**src/rtl/bhc_pkg.sv**
```systemverilog
package bhc_pkg;

  typedef enum logic [2:0] {
    ST_IDLE     = 3'd0,
    ST_WAIT_END = 3'd1,
    ST_FLOAT    = 3'd2,
    ST_GRANTED  = 3'd3,
    ST_GUARD    = 3'd4
  } hold_state_e;

endpackage

```
**src/rtl/bhc_sync.sv**
```systemverilog
module bhc_sync #(
  parameter int   STAGES    = 2,
  parameter logic RESET_VAL = 1'b0
) (
  input  logic clk,
  input  logic rst_n,
  input  logic d,
  output logic q
);

  logic [STAGES-1:0] chain_q;

  for (genvar i = 0; i < STAGES; i++) begin : g_stage
    logic stage_in;
    if (i == 0) begin : g_first
      assign stage_in = d;
    end else begin : g_next
      assign stage_in = chain_q[i-1];
    end
    always_ff @(posedge clk or negedge rst_n) begin
      if (!rst_n) chain_q[i] <= RESET_VAL;
      else        chain_q[i] <= stage_in;
    end
  end

  assign q = chain_q[STAGES-1];

endmodule

```
**src/rtl/bhc_guard_timer.sv**
```systemverilog
module bhc_guard_timer #(
  parameter int CYCLES = 2
) (
  input  logic clk,
  input  logic rst_n,
  input  logic load,
  input  logic run,
  output logic done
);

  localparam int CW = (CYCLES > 1) ? $clog2(CYCLES) : 1;
  localparam logic [CW-1:0] START = CW'(CYCLES - 1);

  logic [CW-1:0] cnt_q, cnt_d;

  always_comb begin
    cnt_d = cnt_q;
    if (load)                      cnt_d = START;
    else if (run && cnt_q != '0)   cnt_d = cnt_q - 1'b1;
  end

  always_ff @(posedge clk or negedge rst_n) begin
    if (!rst_n) cnt_q <= START;
    else        cnt_q <= cnt_d;
  end

  assign done = (cnt_q == '0);

  // the remaining guard count never exceeds its load value
  assert_count_bounded_R6: assert property (@(posedge clk) disable iff (!rst_n)
    cnt_q <= START);

endmodule

```
**src/rtl/bus_hold_ctrl.sv**
```systemverilog
module bus_hold_ctrl
  import bhc_pkg::*;
#(
  parameter int SYNC_STAGES  = 2,
  parameter int GUARD_CYCLES = 2
) (
  input  logic clk,
  input  logic rst_n,
  input  logic hold_req_n,
  input  logic cyc_active,
  input  logic data_drive,
  output logic stall,
  output logic hold_ack_n,
  output logic addr_oe,
  output logic ctrl_oe,
  output logic data_oe
);

  localparam int QW = $clog2(GUARD_CYCLES + 1);

  logic        rst_int_n;
  logic        req_n_s;
  logic        req;
  logic        guard_load;
  logic        guard_run;
  logic        guard_done;
  logic        own_bus;
  hold_state_e state_q, state_d;

  // reset: asserted at once, released on the clock
  bhc_sync #(.STAGES(2), .RESET_VAL(1'b0)) rst_sync_i (
    .clk  (clk),
    .rst_n(rst_n),
    .d    (1'b1),
    .q    (rst_int_n)
  );

  // request synchronizer, held inactive during reset
  bhc_sync #(.STAGES(SYNC_STAGES), .RESET_VAL(1'b1)) req_sync_i (
    .clk  (clk),
    .rst_n(rst_int_n),
    .d    (hold_req_n),
    .q    (req_n_s)
  );

  assign req = ~req_n_s;

  bhc_guard_timer #(.CYCLES(GUARD_CYCLES)) guard_i (
    .clk  (clk),
    .rst_n(rst_int_n),
    .load (guard_load),
    .run  (guard_run),
    .done (guard_done)
  );

  // next-state logic
  always_comb begin
    state_d = state_q;
    unique case (state_q)
      ST_IDLE:     if (req) state_d = cyc_active ? ST_WAIT_END : ST_FLOAT;
      ST_WAIT_END: begin
        if (!req)             state_d = ST_IDLE;
        else if (!cyc_active) state_d = ST_FLOAT;
      end
      ST_FLOAT:    state_d = req ? ST_GRANTED : ST_GUARD;
      ST_GRANTED:  if (!req) state_d = ST_GUARD;
      ST_GUARD:    if (guard_done) state_d = ST_IDLE;
      default:     state_d = ST_GUARD;
    endcase
  end

  assign guard_load = (state_d == ST_GUARD) && (state_q != ST_GUARD);
  assign guard_run  = (state_q == ST_GUARD);

  // state register; reset lands in the guard interval with drivers off
  always_ff @(posedge clk or negedge rst_int_n) begin
    if (!rst_int_n) state_q <= ST_GUARD;
    else            state_q <= state_d;
  end

  assign own_bus    = (state_q == ST_IDLE) || (state_q == ST_WAIT_END);
  assign addr_oe    = own_bus;
  assign ctrl_oe    = own_bus;
  assign data_oe    = own_bus & data_drive;
  assign hold_ack_n = (state_q != ST_GRANTED);
  assign stall      = (state_q != ST_IDLE) | req;

  // count of consecutive quiet cycles (no grant, no processor drive)
  logic [QW-1:0] quiet_q;
  always_ff @(posedge clk or negedge rst_int_n) begin
    if (!rst_int_n) quiet_q <= '0;
    else if (hold_ack_n && !addr_oe) begin
      if (quiet_q != QW'(GUARD_CYCLES)) quiet_q <= quiet_q + 1'b1;
    end else begin
      quiet_q <= '0;
    end
  end

  // drivers switch off only after a cycle boundary was seen
  assert_float_at_boundary_R2: assert property (@(posedge clk) disable iff (!rst_int_n)
    $fell(addr_oe) |-> !$past(cyc_active));

  // whenever the processor is off the bus the sequencer is stalled
  assert_stall_when_released_R3: assert property (@(posedge clk) disable iff (!rst_int_n)
    !addr_oe |-> stall);

  // the grant follows a cycle in which the drivers were already off
  assert_float_before_ack_R4: assert property (@(posedge clk) disable iff (!rst_int_n)
    $fell(hold_ack_n) |-> !$past(addr_oe));

  // a withdrawn request drops the grant on the next edge
  assert_prompt_release_R5: assert property (@(posedge clk) disable iff (!rst_int_n)
    (!hold_ack_n && !req) |=> hold_ack_n);

  // drivers return only after a full guard interval of quiet cycles
  assert_guard_gap_R6: assert property (@(posedge clk) disable iff (!rst_int_n)
    $rose(addr_oe) |-> (quiet_q == QW'(GUARD_CYCLES)));

endmodule

```
**config.mk**
```make
export PLATFORM = sky130hd
export DESIGN_NAME = bus_hold_ctrl
export DESIGN_NICKNAME = d
export VERILOG_FILES = /design/src/rtl/bhc_pkg.sv /design/src/rtl/bhc_sync.sv /design/src/rtl/bhc_guard_timer.sv /design/src/rtl/bus_hold_ctrl.sv
export SDC_FILE = /design/constraint.sdc
export NUM_CORES = 1
export LEC_CHECK = 0
export BUFFER_PORTS_ARGS = -buffer_cell sky130_fd_sc_hd__buf_4
export CORE_AREA = 3 3 40 42
export CTS_CLUSTER_DIAMETER = 40
export DETAILED_ROUTE_END_ITERATION = 8
export DIE_AREA = 0 0 43 45
export GPL_TIMING_DRIVEN = 0
export PLACE_DENSITY_LB_ADDON = 0.15
export SYNTH_ARGS = -nofsm -noshare
export SYNTH_HDL_FRONTEND = slang
export SYNTH_SLANG_ARGS = --single-unit
```
**constraint.sdc**
```tcl
create_clock -name clk -period 1.45 [get_ports clk]
set_input_delay 0.0725 -clock clk [delete_from_list [all_inputs] [get_ports clk]]
set_output_delay 0.0725 -clock clk [all_outputs]
set_load 0.03 [all_outputs]
```
==> results.cfg, run 1 <==
[run_status]
status = finished clean

[synthesis]
synth_edf_count = 0
syn_nets = 30
synth-seq-cells = 8
synth_common_cells = dfrtp_1 (4), dfstp_2 (4), nand3b_1 (2), nor3_1 (2)
synth_area_um2 = 314
synth_largest_area_cell = dfstp_2
ys_dominant_reg_cell = dfstp_2
synthCells = 25
netlist.area_leader.share_pct = 33.5
yosysWarnings = 0
avgSynthCellArea_um2 = 12.6
synth_cell_types = 17
async_flop_share_pct = 100
ys_seq_area_share_pct = 65.3
synthTopCellsByArea = dfstp_2 (33%), dfrtp_1 (32%), nand3b_1 (4.8%)

[global_routing]
grt_remaining_overflow = 0
grt_pass1_vias = 207
antenna_found_initial = 0
grt_use_total_pct = 6.22
grt_pass1_wl_um = 828
grt_start_max_net_pins = 9

[worst_setup_path]
setup.worst_path.class = reg -> out
path_max_fanout = 8
rr_startpoint = state_q[2]$_DFF_PN1_
r2r_cells = 3
reg2reg_slack_ns = 0.48
r2r_end = guard_i.cnt_q$_DFFE_PN1P_
startpoint_type = register
required_ns = 1.38
crit_path_end_kind = primary output
cp.arrival_ns = 1.25

[sta]
fmax_ghz = 0.754
period_share_pct = 91.5
holdWs_ns = 0.0201
period_minus_slack_ns = 1.33
hold_viol = 0
setup_viol = 0
setup_tns_ns = 0
finClkSkew_ns = 0.000784
rsz0062_at_grt = no
drv_slew = 0

[power_and_ir_drop]
p_leak_nw = 0.198
clockPowerShare_pct = 18.6
seqPwrFrac_pct = 38.2
p_sw_share_pct = 35.5
p_per_area_mw_per_mm2 = 1930
ir_drop_mv = 0.480
p_int_uw = 550
combPwrFrac_pct = 43.2
power.switching_uw = 303

[cts]
clockBufferDepth = 2
htree_levels = 1
clk_pin_slew_ns = 0.05
post_cts.repair.setup_buffers = 0
insertion_delay_ns = 0.24
clock_sinks = 8
clock-root-buffer = clkbuf_4
cts_tree = done
cts-buffers-inserted = 3

[detailed_routing]
drc = 0
drt_iter0_drc = 6
drtAntennaViolNets = 0
firstDrtPassIters = 4
drt-wirelength-per-cell_um = 9.37
vias_per_cell = 4.26
drt_wl_total_um = 506
vias = 230

[final_layout]
drive_gt1_share_pct = 53.8
nets = 46
final_util_pct = 34.5
syn2layout_area_growth_pct = 41.0
num_antenna_cells = 0

[floorplan]
fp.dieW_um = 43
start_util_pct = 24.4
core_mm2 = 0.00128
die-area_mm2 = 0.00194
pin_count = 10
rows = 13
die_height_um = 45

[flow_run]
maxCapViolCount = 0

[place]
port_buffers = 9
gp_congestion = 0.659
hpwlAfterDp_um = 397

[worst_hold_path]
hold_depth = 2
whs_endpoint = state_q[1]$_DFF_PN0_
hold_class = in -> reg
hold_start = cyc_active
sequential cells by signal, summed over array words and instances, names as in the netlist:
signal / cells
req_sync_i.q: 1
state_q: 3
guard_i.cnt_q: 1
req_sync_i.g_stage.stage_in: 1
rst_sync_i.q: 1
rst_sync_i.g_stage.stage_in: 1
cell usage in the layout, fill, tap and decap left out, drive strengths merged:
cell type	n
a211oi	1
a21oi	1
nand2	1
buf	11
dlygate4sd3	2
o21ai	2
conb	1
nor3	2
nor2	2
mux2i	1
clkbuf	3
nand3b	2
inv	1
dfstp	4
and2	1
dfrtp	4
power groups by stage:
stage               clock network (mW)  logic, mW  registers (mW)
finish                           0.158      0.369           0.326
floorplan                            0      0.265           0.322
CTS                              0.167      0.373           0.327
global route                     0.184      0.396           0.333
detailed placement                   0      0.369           0.330
global placement                     0      0.364           0.328
worst max-delay path: stages, from the launching register on:
cell and delay [ns]:
dfstp_2 0.52, buf_6 0.12, nor2_2 0.05, and2_1 0.16, buf_4 0.16
cell families (layout without fill, tap and decap cells):
logic type      Yosys count  in the layout  synth area share (%)
compound gates            4              4                  8.76
buf+inv                   3             17                  7.17
flops                     8              8                  65.3
mux                       1              1                  3.19
other cells               1              1                  1.19
simple gates              8              8                  14.3
stage by stage:
step | setup WS [ns] | cell area [um^2] | power [mW] | instances
finish | 0.124 | 443 | 0.853 | 54
global route | 0.0647 | 443 | 0.913 | 54
CTS | 0.108 | 443 | 0.867 | 54
detailed placement | 0.376 | 400 | 0.699 | 49
global placement | 0.391 | 400 | 0.692 | 49
floorplan | 0.230 | 314 | 0.586 | 25
metal layers:
layer	vias up	GRT usage (%)	routed length, um
met4	0	7.23	0
met1	109	6.45	201
met5	-	0	0
met3	0	3.19	57
li1	109	-	-
met2	12	8.38	248
worst max-delay path by stage:
stage | from | end | slack [ns] | depth (start not counted)
6_report | state_q[2]$_DFF_PN1_ | data_oe | 0.12 | 4
5_1_grt | state_q[2]$_DFF_PN1_ | data_oe | 0.06 | 4
4_1_cts | state_q[2]$_DFF_PN1_ | data_oe | 0.11 | 4
3_5_place_dp | state_q[2]$_DFF_PN1_ | data_oe | 0.38 | 4
3_3_place_gp | state_q[2]$_DFF_PN1_ | data_oe | 0.39 | 4
2_1_floorplan | state_q[2]$_DFF_PN1_ | data_oe | 0.23 | 3
final cells by class:
type / count / area (um^2)
Fill cell: 144 / 842
Sequential cell: 8 / 205
Tap cell: 15 / 18.8
Buffer: 2 / 18.8
Multi-Input combinational cell: 14 / 86.3
Clock buffer: 3 / 22.5
Inverter: 1 / 3.75
Timing Repair Buffer: 11 / 87.6
what timing repair did:
item | in CTS | in global routing
hold endpoints to repair | 3 | 0
resized for setup | 0 | 0
hold buffers | 2 | 0
(Power assumes the default switching activity.)
==> run 2: changes to the inputs <==
SYNTH_HIERARCHICAL = 1   (was default)
==> run 2 against run 1 <==
Die area is the same. Via count shrank 3.0%. First-iteration DRC count shrank 100%. Critical path depth shrank 1. Synthesized cell count grew 8.0%. Global-route usage grew 0.44 points. Sequential cell count is the same. Clock power is essentially flat. Combinational power shrank 9.5%.
==> results.cfg, run 2 <==
[run_status]
status = finished clean

[detailed_routing]
drc = 0
drt_iter0_drc = 0
vias_per_cell = 3.98
drt_wl_total_um = 495
vias = 223
drt-wirelength-per-cell_um = 8.84
drtAntennaViolNets = 0
firstDrtPassIters = 1

[cts]
clk_pin_slew_ns = 0.05
htree_levels = 1
cts_tree = done
clockBufferDepth = 2
insertion_delay_ns = 0.24
clock_sinks = 8
cts-buffers-inserted = 3
clock-root-buffer = clkbuf_4
post_cts.repair.setup_buffers = 0

[floorplan]
start_util_pct = 24.6
core_mm2 = 0.00128
pin_count = 10
rows = 13
die-area_mm2 = 0.00194
die_height_um = 45
fp.dieW_um = 43

[synthesis]
yosys.area_share.simple_pct = 17.0
synth-seq-cells = 8
synth_area_um2 = 317
synth_top_family_by_area = simple AND/OR/NAND/NOR gates
synth_edf_count = 0
ys_dominant_reg_cell = dfstp_2
synthMuxAreaShare_pct = 0
netlist.area_leader.share_pct = 33.2
yosysWarnings = 6
ys_seq_area_share_pct = 64.8
synth_cell_types = 16
synth_largest_area_cell = dfstp_2
synthCells = 27
synth_fa_ha_area_share_pct = 0
synth_compound_area_share_pct = 12.3
synth_common_cells = dfrtp_1 (4), dfstp_2 (4)
syn_nets = 32
synth_xor_area_share_pct = 0
synthTopCellsByArea = dfstp_2 (33%), dfrtp_1 (32%), nand3b_1 (4.7%)
avgSynthCellArea_um2 = 11.7
async_flop_share_pct = 100

[final_layout]
n_fill_cell = 137
num_antenna_cells = 0
final_util_pct = 34.7
final_cell_mix = buf_4 (10), dfstp_2 (4), dfrtp_1 (4)
final_cell_count_no_fill = 56
drive_gt1_share_pct = 51.2
final_common_cell = buf_4
largest_register_ffs = 3
syn2layout_area_growth_pct = 40.7
nets = 48
top_register = state_q

[power_and_ir_drop]
seqPwrFrac_pct = 41.4
p_per_area_mw_per_mm2 = 1890
ir_drop_mv = 0.498
power.switching_uw = 306
clockPowerShare_pct = 19.0
total_power_uw = 843
p_int_uw = 537
p_leak_nw = 0.204
p_sw_share_pct = 36.3
combPwrFrac_pct = 39.7

[sta]
finClkSkew_ns = 0.00225
setup_tns_ns = 0
rsz0062_at_grt = no
drv_slew = 0
fmax_ghz = 0.768
hold_viol = 0
setup_viol = 0
period_minus_slack_ns = 1.30
holdWs_ns = 0.0117
period_share_pct = 89.8

[worst_hold_path]
hold_class = in -> reg
hold_depth = 2

[global_routing]
grt_remaining_overflow = 0
grt_start_max_net_pins = 9
antenna_found_initial = 0
grt_pass1_vias = 226
grt_pass1_wl_um = 869
grt_use_total_pct = 6.66

[worst_setup_path]
crit_path_end_kind = primary output
setup.worst_path.class = reg -> out
r2r_cells = 3
startpoint_type = register
cp.arrival_ns = 1.23
path_max_fanout = 8
required_ns = 1.38

[place]
gp_congestion = 0.598
place_inst = 51
port_buffers = 9

[flow_run]
maxCapViolCount = 0
-- run 2: power groups by stage --
stage	Clock (mW)	Sequential (mW)	Combinational, mW
CTS	0.172	0.348	0.341
finish	0.160	0.349	0.334
global route	0.183	0.361	0.364
floorplan	0	0.340	0.234
global placement	0	0.351	0.328
detailed placement	0	0.352	0.336
-- run 2: area by class of cell --
type,instances,area [um^2],area share (%)
clock buffer,3,22.5,5.06
multi-input combinational,16,96.3,21.6
timing repair buffer,11,87.6,19.7
sequential,8,205,46.1
inverter,2,7.51,1.69
buffer,1,7.51,1.69
tap,15,18.8,4.21
-- run 2: per-layer routing --
metal / part of all wire [%] / global-route usage (%)
met4: 0 / 9.04
met2: 49 / 8.98
met1: 39 / 6.25
met5: 0 / 0
met3: 12 / 3.59
-- run 2: kinds of logic after synthesis --
| family | after synthesis |
|---|---|
| buffers and inverters | 3 |
| other | 1 |
| flip-flops | 8 |
| AND/OR/NAND/NOR | 10 |
| AO/OA/AOI/OAI | 5 |
-- run 2: worst max-delay path: stages, from the launching register on --
cell and delay [ns]:
dfstp_2 0.60, nor2_2 0.07, and2_1 0.16, buf_4 0.16
-- run 2: timing repair --
item                      4_1_cts  5_1_grt
hold endpoints to repair        3        0
hold buffers                    2        0
resized for setup               0        0
-- run 2: path summary, 6_finish.rpt --
| path | from | endpoint | slack (ns) |
|---|---|---|---|
| min in group asynchronous | rst_sync_i/q$_DFF_PN0_ | state_q[1]$_DFF_PN0_ | 0.09 |
| worst max-delay path | state_q[2]$_DFF_PN1_ | data_oe | 0.15 |
| max in group asynchronous | rst_sync_i/q$_DFF_PN0_ | guard_i/cnt_q$_DFFE_PN1P_ | 1.11 |
| worst min register to register | rst_sync_i/q$_DFF_PN0_ | state_q[1]$_DFF_PN0_ | 0.09 |
| worst min-delay path | cyc_active | state_q[1]$_DFF_PN0_ | 0.01 |
| worst max register to register | state_q[2]$_DFF_PN1_ | guard_i/cnt_q$_DFFE_PN1P_ | 0.52 |
-- run 2: stage by stage --
stage | setup WS (ns) | area (um^2)
CTS | 0.131 | 445
finish | 0.148 | 445
detailed placement | 0.406 | 403
global route | 0.0677 | 445
global placement | 0.416 | 403
floorplan | 0.239 | 317
